**config.mk**
```make
export PLATFORM = sky130hd
export DESIGN_NAME = carrier_loop_nco
export DESIGN_NICKNAME = d
export VERILOG_FILES = /design/src/rtl/carrier_pkg.sv /design/src/rtl/cpl_gain_regs.sv /design/src/rtl/cpl_loop_filter.sv /design/src/rtl/cpl_nco.sv /design/src/rtl/carrier_loop_nco.sv
export SDC_FILE = /design/constraint.sdc
export NUM_CORES = 2
export LEC_CHECK = 0
export ABC_AREA = 1
export ABC_CLOCK_PERIOD_IN_PS = 33200
export BUFFER_PORTS_ARGS = -buffer_cell sky130_fd_sc_hd__clkbuf_2
export CAP_MARGIN = 20
export CORE_UTILIZATION = 35
export CTS_CLUSTER_SIZE = 8
export DETAILED_ROUTE_END_ITERATION = 8
export PLACE_DENSITY = 0.56
export SYNTH_ARGS = -nofsm -noshare
export SYNTH_HDL_FRONTEND = slang
export SYNTH_SLANG_ARGS = --single-unit
```
**constraint.sdc**
```tcl
create_clock -name clk -period 33.2 [get_ports clk]
set_clock_uncertainty 0.05 [all_clocks]
set_input_delay 6.64 -clock clk [delete_from_list [all_inputs] [get_ports clk]]
set_output_delay 6.64 -clock clk [all_outputs]
set_load 0.02 [all_outputs]
```
**src/rtl/carrier_pkg.sv**
```systemverilog
package carrier_pkg;

    localparam int ERR_W_D  = 16;
    localparam int KP_W_D   = 16;
    localparam int KI_W_D   = 24;
    localparam int PH_W_D   = 32;
    localparam int FRAC_W_D = 4;
    localparam int INT_W_D  = 40;

    localparam logic [KP_W_D-1:0] KP_NOMINAL = 16'd1127;
    localparam logic [KI_W_D-1:0] KI_NOMINAL = 24'd2466;

    // What one clock edge does to the loop state
    typedef enum logic [1:0] {
        UPD_HOLD,
        UPD_CLEAR,
        UPD_STEP,
        UPD_SLIP_ZERO
    } upd_kind_t;

    typedef struct packed {
        logic [KP_W_D-1:0] kp;
        logic [KI_W_D-1:0] ki;
    } gain_pair_t;

    // Ki (Q0.24) must stay below Kp (Q0.16) once the fractions are aligned
    function automatic logic gain_order_ok(input logic [KP_W_D-1:0] kp,
                                           input logic [KI_W_D-1:0] ki);
        return ki < {kp, {(KI_W_D-KP_W_D){1'b0}}};
    endfunction

endpackage

```
**src/rtl/cpl_gain_regs.sv**
```systemverilog
module cpl_gain_regs
    import carrier_pkg::*;
(
    input  logic              clk,
    input  logic              rst,
    input  logic              gain_wr,
    input  logic [KP_W_D-1:0] kp_in,
    input  logic [KI_W_D-1:0] ki_in,
    output gain_pair_t        gains,
    output logic              gain_err
);

    logic accept;
    assign accept = gain_order_ok(kp_in, ki_in);

    always_ff @(posedge clk) begin
        if (rst) begin
            gains.kp <= KP_NOMINAL;
            gains.ki <= KI_NOMINAL;
            gain_err <= 1'b0;
        end else if (gain_wr) begin
            if (accept) begin
                gains.kp <= kp_in;
                gains.ki <= ki_in;
            end else begin
                gain_err <= 1'b1;
            end
        end
    end


    reject_hold_chk: assert property (@(posedge clk) disable iff (rst)
        (gain_wr && !accept) |=> ($stable(gains) && gain_err));


    err_sticky_chk: assert property (@(posedge clk) disable iff (rst)
        gain_err |=> gain_err);


    gain_order_chk: assert property (@(posedge clk) disable iff (rst)
        gains.ki < {gains.kp, {(KI_W_D-KP_W_D){1'b0}}});

endmodule

```
**src/rtl/cpl_loop_filter.sv**
```systemverilog
module cpl_loop_filter
    import carrier_pkg::*;
#(
    parameter int          ERR_W    = ERR_W_D,
    parameter int          KI_W     = KI_W_D,
    parameter int          PH_W     = PH_W_D,
    parameter int          FRAC_W   = FRAC_W_D,
    parameter int          INT_W    = INT_W_D,
    parameter int unsigned SLIP_LIM = 32'h8000_0000
) (
    input  logic                    clk,
    input  logic                    rst,
    input  logic                    clear,
    input  logic                    advance,
    input  logic                    slip_reset_en,
    input  logic signed [ERR_W-1:0] err,
    input  logic [KI_W-1:0]         ki,
    output logic [PH_W-1:0]         freq_step,
    output logic [PH_W-1:0]         freq_word,
    output logic                    slip_flag
);

    localparam int PROD_W = ERR_W + KI_W + 1;
    localparam int STEP_W = PROD_W - FRAC_W;
    localparam logic [STEP_W-1:0] SLIP_THR = STEP_W'(SLIP_LIM) << FRAC_W;

    logic signed [PROD_W-1:0] prod;
    logic signed [STEP_W-1:0] step;
    logic        [STEP_W-1:0] step_mag;
    logic signed [INT_W-1:0]  integ_q;
    logic signed [INT_W-1:0]  integ_sum;
    logic                     slip_det;
    upd_kind_t                kind;

    assign prod = err * $signed({1'b0, ki});

    generate
        if (FRAC_W > 0) begin : g_round
            localparam logic signed [PROD_W-1:0] HALF = PROD_W'(1) <<< (FRAC_W - 1);
            logic signed [PROD_W-1:0] rnd;
            assign rnd  = prod + HALF;
            assign step = STEP_W'(rnd >>> FRAC_W);
        end else begin : g_exact
            assign step = prod;
        end
    endgenerate

    assign step_mag  = step[STEP_W-1] ? STEP_W'(-step) : STEP_W'(step);
    assign slip_det  = advance && (step_mag > SLIP_THR);
    assign integ_sum = integ_q + INT_W'(step);

    always_comb begin
        if (clear)                        kind = UPD_CLEAR;
        else if (!advance)                kind = UPD_HOLD;
        else if (slip_det && slip_reset_en) kind = UPD_SLIP_ZERO;
        else                              kind = UPD_STEP;
    end

    assign freq_step = (kind == UPD_SLIP_ZERO) ? '0 : integ_sum[FRAC_W +: PH_W];
    assign freq_word = integ_q[FRAC_W +: PH_W];

    always_ff @(posedge clk) begin
        if (rst) begin
            integ_q   <= '0;
            slip_flag <= 1'b0;
        end else begin
            unique case (kind)
                UPD_CLEAR:     integ_q <= '0;
                UPD_SLIP_ZERO: integ_q <= '0;
                UPD_STEP:      integ_q <= integ_sum;
                default:       integ_q <= integ_q;
            endcase
            slip_flag <= slip_det && !clear;
        end
    end


    integ_clear_chk: assert property (@(posedge clk) disable iff (rst)
        clear |=> (integ_q == '0));


    integ_hold_chk: assert property (@(posedge clk) disable iff (rst)
        (!advance && !clear) |=> $stable(integ_q));


    slip_zero_chk: assert property (@(posedge clk) disable iff (rst)
        (advance && !clear && slip_det && slip_reset_en) |=> (integ_q == '0));


    slip_origin_chk: assert property (@(posedge clk) disable iff (rst)
        slip_flag |-> ($past(advance) && !$past(clear)));

endmodule

```
**src/rtl/cpl_nco.sv**
```systemverilog
module cpl_nco
    import carrier_pkg::*;
#(
    parameter int ERR_W = ERR_W_D,
    parameter int KP_W  = KP_W_D,
    parameter int PH_W  = PH_W_D
) (
    input  logic                    clk,
    input  logic                    rst,
    input  logic                    clear,
    input  logic                    advance,
    input  logic signed [ERR_W-1:0] err,
    input  logic [KP_W-1:0]         kp,
    input  logic [PH_W-1:0]         freq_step,
    output logic [PH_W-1:0]         phase
);

    logic [PH_W-1:0] prop;

    assign prop = PH_W'(err * $signed({1'b0, kp}));

    always_ff @(posedge clk) begin
        if (rst || clear)
            phase <= '0;
        else if (advance)
            phase <= phase + freq_step + prop;
    end


    phase_clear_chk: assert property (@(posedge clk) disable iff (rst)
        clear |=> (phase == '0));


    phase_hold_chk: assert property (@(posedge clk) disable iff (rst)
        (!advance && !clear) |=> $stable(phase));

endmodule

```
**src/rtl/carrier_loop_nco.sv**
```systemverilog
module carrier_loop_nco
    import carrier_pkg::*;
#(
    parameter int          ERR_W    = ERR_W_D,
    parameter int          KP_W     = KP_W_D,
    parameter int          KI_W     = KI_W_D,
    parameter int          PH_W     = PH_W_D,
    parameter int          FRAC_W   = FRAC_W_D,
    parameter int          INT_W    = INT_W_D,
    parameter int unsigned SLIP_LIM = 32'h8000_0000
) (
    input  logic             clk,
    input  logic             rst,
    input  logic             sym_stb,
    input  logic [ERR_W-1:0] phase_err,
    input  logic             freeze,
    input  logic             clear,
    input  logic             slip_reset_en,
    input  logic             gain_wr,
    input  logic [KP_W-1:0]  kp_in,
    input  logic [KI_W-1:0]  ki_in,
    output logic [PH_W-1:0]  nco_phase,
    output logic [PH_W-1:0]  freq_word,
    output logic             slip_flag,
    output logic             gain_err
);

    gain_pair_t               gains;
    logic                     advance;
    logic signed [ERR_W-1:0]  err_s;
    logic [PH_W-1:0]          freq_step;

    assign advance = sym_stb && !freeze;
    assign err_s   = $signed(phase_err);

    cpl_gain_regs gains_i (
        .clk      (clk),
        .rst      (rst),
        .gain_wr  (gain_wr),
        .kp_in    (kp_in),
        .ki_in    (ki_in),
        .gains    (gains),
        .gain_err (gain_err)
    );

    cpl_loop_filter #(
        .ERR_W    (ERR_W),
        .KI_W     (KI_W),
        .PH_W     (PH_W),
        .FRAC_W   (FRAC_W),
        .INT_W    (INT_W),
        .SLIP_LIM (SLIP_LIM)
    ) filt_i (
        .clk           (clk),
        .rst           (rst),
        .clear         (clear),
        .advance       (advance),
        .slip_reset_en (slip_reset_en),
        .err           (err_s),
        .ki            (gains.ki),
        .freq_step     (freq_step),
        .freq_word     (freq_word),
        .slip_flag     (slip_flag)
    );

    cpl_nco #(
        .ERR_W (ERR_W),
        .KP_W  (KP_W),
        .PH_W  (PH_W)
    ) nco_i (
        .clk       (clk),
        .rst       (rst),
        .clear     (clear),
        .advance   (advance),
        .err       (err_s),
        .kp        (gains.kp),
        .freq_step (freq_step),
        .phase     (nco_phase)
    );


    freeze_hold_chk: assert property (@(posedge clk) disable iff (rst)
        (freeze && !clear) |=> ($stable(nco_phase) && $stable(freq_word)));

endmodule

```
## After elaboration in Yosys (flattened, before gate mapping)

Index checks and enable logic that the tools add are counted.

| storage, ports and cells | value |
|---|---|
| flip-flop bits (word level) | 114 |
| output and inout bits | 66 |
| logic and storage cells | 36 |
| input port bits | 63 |

| operators by class | value |
|---|---|
| $add $sub $neg | 5 |
| reductions and logical operators | 11 |
| multipliers | 2 |
| $lt $le $gt $ge | 2 |
| mux-type cells | 6 |
| eq/ne operators | 3 |
| bitwise logic cells | 1 |

Operators by type and width:

| kind | number |
|---|---|
| $pmux 40 s2 | 1 |
| $add 32x32->32 | 2 |
| $add 41x5->41 const B | 1 |
| $mul 16x25->41 | 1 |
| $add 40x37->40 | 1 |
| $gt 37x36->1 const B | 1 |
| $mux 37 | 1 |
| $neg 37->37 | 1 |
| $mul 16x17->32 | 1 |
| $mux 32 | 1 |
| $lt 24x24->1 | 1 |
| $eq 2x2->1 const B | 2 |
| $logic_and 1x1->1 | 4 |
| $mux 2 | 2 |
| $reduce_and 2->1 | 2 |
| $eq 2x1->1 const B | 1 |
| $logic_not 1->1 | 2 |
| $reduce_bool 2->1 | 1 |
| $reduce_or 2->1 | 1 |
| $logic_or 1x1->1 | 1 |
| $mux 1 | 1 |
| $not 1->1 | 1 |

## Logic depth before layout (Yosys ltp)

| depth | value |
|---|---|
| depth in word-level cells | 14 |
| mapped depth | 70 |
| mapped depth without buffers | 67 |

## Hierarchy

Synthesis repeated with hierarchy kept, for this count alone.

| second synthesis, totals | value |
|---|---|
| cell total of the unflattened synthesis | 5064 |
| area total of the unflattened synthesis | 34568.2 sq um |

Modules (own cells, without submodules):

| module | times used | area an instance (sq um) | cells an instance | seq. area each (sq um) |
|---|---|---|---|---|
| cpl_loop_filter | 1 | 19396.1 | 2952 | 740.7 |
| cpl_nco | 1 | 12861.1 | 1753 | 640.6 |
| cpl_gain_regs | 1 | 2301.0 | 357 | 820.8 |
| carrier_loop_nco | 1 | 10.0 | 2 | 0.0 |

## Worst setup path after synthesis

No wires, ideal clock.

| timing | value |
|---|---|
| path type | in2reg |
| from | in phase_err[1] |
| to | reg nco_i.phase[28] |
| buffers on the path | 2 |
| setup slack | 15.167 ns |
| setup time | 0.116 ns |
| arrival | 17.867 ns |
| required time | 33.034 ns |
| stages | 51 |
| cell sequence | clkbuf_1 -> buf_1 -> nand2_1 -> fa_1 -> fa_1 -> fa_1 -> fa_1 -> inv_1 -> fa_1 -> fa_1 -> ha_1 -> nand2_1 -> inv_2 -> nand2_1 -> inv_1 -> a21oi_1 -> nand2_2 -> nand2_1 -> [... 15 more ...] -> fa_1 -> inv_1 -> fa_1 -> fa_1 -> inv_1 -> ha_1 -> a21oi_1 -> o21ai_0 -> o21bai_1 -> a21boi_0 -> o21ai_0 -> inv_1 -> o21ai_0 -> a31oi_1 -> xor2_1 -> nand2_1 -> o211ai_1 -> inv_1 |

| between the ends | value |
|---|---|
| word-level cells in the longest chain between the ends | 14 |
| elaborated cells between the ends (all ways) | 16 |
| those cells by class | add/sub (5); mul (2); order compare (1); eq/ne (1); mux (5); reduce/logical (2) |

RTL lines:

| item | RTL line | source |
|---|---|---|
| from (decl) | carrier_loop_nco.sv:15 | `input logic [ERR_W-1:0] phase_err,` |
| $mul 16x25->41 | cpl_loop_filter.sv:35 | `assign prod = err * $signed({1'b0, ki});` |
| $add 41x5->41 | cpl_loop_filter.sv:41 | `assign rnd = prod + HALF;` |
| $neg 37->37 | cpl_loop_filter.sv:48 | `assign step_mag = step[STEP_W-1] ? STEP_W'(-step) : STEP_W'(step);` |
| $mux 37 | cpl_loop_filter.sv:48 |  |
| $gt 37x36->1 | cpl_loop_filter.sv:49 | `assign slip_det = advance && (step_mag > SLIP_THR);` |
| $logic_and 1x1->1 | cpl_loop_filter.sv:49 |  |
| $logic_and 1x1->1 | cpl_loop_filter.sv:55 | `else if (slip_det && slip_reset_en) kind = UPD_SLIP_ZERO;` |
| $mux 1 | cpl_loop_filter.sv:55 |  |
| $mux 2 | cpl_loop_filter.sv:54 | `else if (!advance) kind = UPD_HOLD;` |
| $mux 2 | cpl_loop_filter.sv:53 | `if (clear) kind = UPD_CLEAR;` |
| $eq 2x2->1 | cpl_loop_filter.sv:59 | `assign freq_step = (kind == UPD_SLIP_ZERO) ? '0 : integ_sum[FRAC_W +: PH_W];` |
| $mux 32 | cpl_loop_filter.sv:59 |  |
| $add 32x32->32 | cpl_nco.sv:26 | `phase <= phase + freq_step + prop;` |
| $add 32x32->32 * | cpl_nco.sv:26 |  |
| to (signal assigned) | cpl_nco.sv:26 |  |
| to (decl) | cpl_nco.sv:15 | `output logic [PH_W-1:0] phase` |

Every way passes the cells marked *; elsewhere a longest branch is shown, timed or not.
A chain may end at the register's enable or synchronous reset.

## Final worst setup path

| timing | value |
|---|---|
| from | in phase_err[1] |
| to | reg nco_i.phase[31] |

The elaborated chain is that of the path after synthesis.

==> reports/metrics.yaml <==
status: "finished clean"
die_x_um: 300
timing.slew.headroom_pct: 20.2
wl_mm: 93.2
synth_top_area_cell: "fa_1"
finalHoldViolations: 0
portBuffers: 128
synth-xor-area-share_pct: 2.31
synth_enable_flop_cells: 0
area_growth_pct: 5.64
final.setup.worst_slack_ns: 13.35
critPathKind: "in -> reg"
die_h_um: 300
critPathMaxFanout: 39
ys.flop_type: "dfxtp_1"
finalCriticalPeriod_ns: 19.85
fmax_mhz: 50.4
numCtsBuffers: 9
muxShareOfSynthArea_pct: 0
post-route-period-util_pct: 59.8
gp_routability_congestion: 0.938
yosysSeqAreaShare_pct: 7.09
arrival_ns: 20.11
grt_overflow: 0
synth_top_area_share_pct: 36.1
fin_tns_setup_ns: 0
synthArstFlopShare_pct: 0
cts_tree: "done"
vias: 25200
grt_pass1_vias: 25700
synth-compound-area-share_pct: 6.24
synth_common_cells: "inv_1 (1189), nand2_1 (1052), fa_1 (560), ha_1 (333), a21oi_1 (189)"
synth_area_per_cell_um2: 7.40
start_util_pct: 35.6
worst_pin_slew_ns: 1.20
grt_usage_pct: 21.4
synth_top_family_by_area: "adder cells"
drv_slew: 0
grt_setup_unrepaired: "no"
worst_ep_required_time_ns: 33.46
cts_htree_levels: 3
slowest_delay_ns: 0.85
drive_above_1_share_pct: 4.97
clkTransAtPathRegs_ns: 0.10
place_area_um2: 32400
antenna_found_initial: 0
final_cell_area_um2: 32800
cts_root_buf: "clkbuf_16"
rows: 108
maxCapViolCount: 0
setup_violations: 0
diodes: 0
synth_seq_cells: 110
clock_path_buffers: 2
yosysMostFrequentCell: "inv_1"
synth_area_leaders: "fa_1 (36%), inv_1 (14%), ha_1 (13%)"
grt_pass1_wl_mm: 149
synth_cell_types: 48
dr.pass1.iters: 5
grt_max_degree: 46
synthesis.nets: 5154
cts_resized: 0
start_kind: "primary input"
crit_path_end_kind: "register"
nNetsFinal: 5116
syn-cell-area_um2: 31000
io_pins: 129
stdcell_count: 5320
antenna_left: 0
synthSimpleGateAreaFrac_pct: 17.4
dr.first_iter.drc_count: 1894
wl_per_cell_um: 17.5
route.detailed.drc: 0
core_area_um2: 87300
yosys_warnings: 0
cp_common_cell: "nand2_1"
clkLatencyLatePin_ns: 0.41
dp.cells: 5302
dp_slack_ns: 13.10
hold_class: "reg -> reg"
die_area_um2: 89900
fillers: 9347
cts_sinks: 110
synth_cells: 4198
avgViaCountPerCell: 4.74
hold_buffers: 0
postCtsSetupBuffers: 0
place_hpwl_mm: 76.1
slowest_stage: "clkbuf_2"
synth-adder-area-share_pct: 49.5
worst max-delay path, delay by kind of cell:
kind | cells | cell delay, ns
and+or+nand+nor | 16 | 2.21
AOI/OAI and AO/OA | 11 | 2.35
buffers and inverters | 9 | 1.26
xor gates and xnor gates | 2 | 0.50
adders and majority gates | 15 | 7.09
state kept, by name, summed over array words and instances (netlist names):
register / count
filt_i.slip_flag: 1
gains_i.gains: 40
gains_i.gain_err: 1
nco_i.phase: 32
filt_i.integ_q: 36
layer usage:
metal,part of all wire (%),global-route usage (%),wire length [um]
met1,49,32.5,45800
met2,41,30.6,38300
met3,7.7,4.81,7210
met4,2.1,4.86,1950
met5,0,0,0
cells in the final DEF (no fill, tap or decap), drive strengths merged, types with 5 or more instances in the layout:
cell and count:
clkinv 5, or2 6, nand4 13, nor2 167, nor3 9, a21oi 190
fa 560, a21o 8, ha 333, o21ai 110, nand2 1063, xnor2 26
o21bai 7, dfxtp 110, inv 1193, buf 31, a31oi 10, a21boi 5
xor2 56, o211ai 16, nand3 85, clkbuf 137
cells by family after synthesis:
kind of cell / count (synthesis)
buf+inv: 1400
simple gates: 1355
fa+ha+maj: 893
compound gates: 358
flops: 110
xor+xnor: 82
stage by stage:
step	utilization, %	hold WS [ns]
after floorplan	-	0.393
after global placement	37.1	0.407
after detailed placement	37.1	0.415
after CTS	37.5	0.432
after global routing	37.6	0.449
final	37.6	0.428
worst paths after layout:
path                                   startpoint                 to  slack [ns]  depth (start not counted)
worst max-delay path                 phase_err[1]    nco_i.phase[31]       13.35                         53
worst min-delay path            filt_i.integ_q[2]  filt_i.integ_q[2]        0.43                          2
worst max register to register  gains_i.gains[11]    nco_i.phase[31]       19.55                         52
worst min register to register  filt_i.integ_q[2]  filt_i.integ_q[2]        0.43                          2
layout make-up:
type | instances | area (um^2) | share of cell area [%]
repair buffers | 159 | 913 | 2.78
inverters | 1192 | 4470 | 13.6
flip-flops and latches | 110 | 2200 | 6.71
clock buffers | 9 | 225 | 0.687
clock inverters | 7 | 100 | 0.305
well taps | 1155 | 1450 | 4.41
multi-input cells | 2688 | 23400 | 71.5
Power is left out: the tool's default activity adds up to more than one toggle a clock period on the data nets, which glitch-free logic cannot reach.
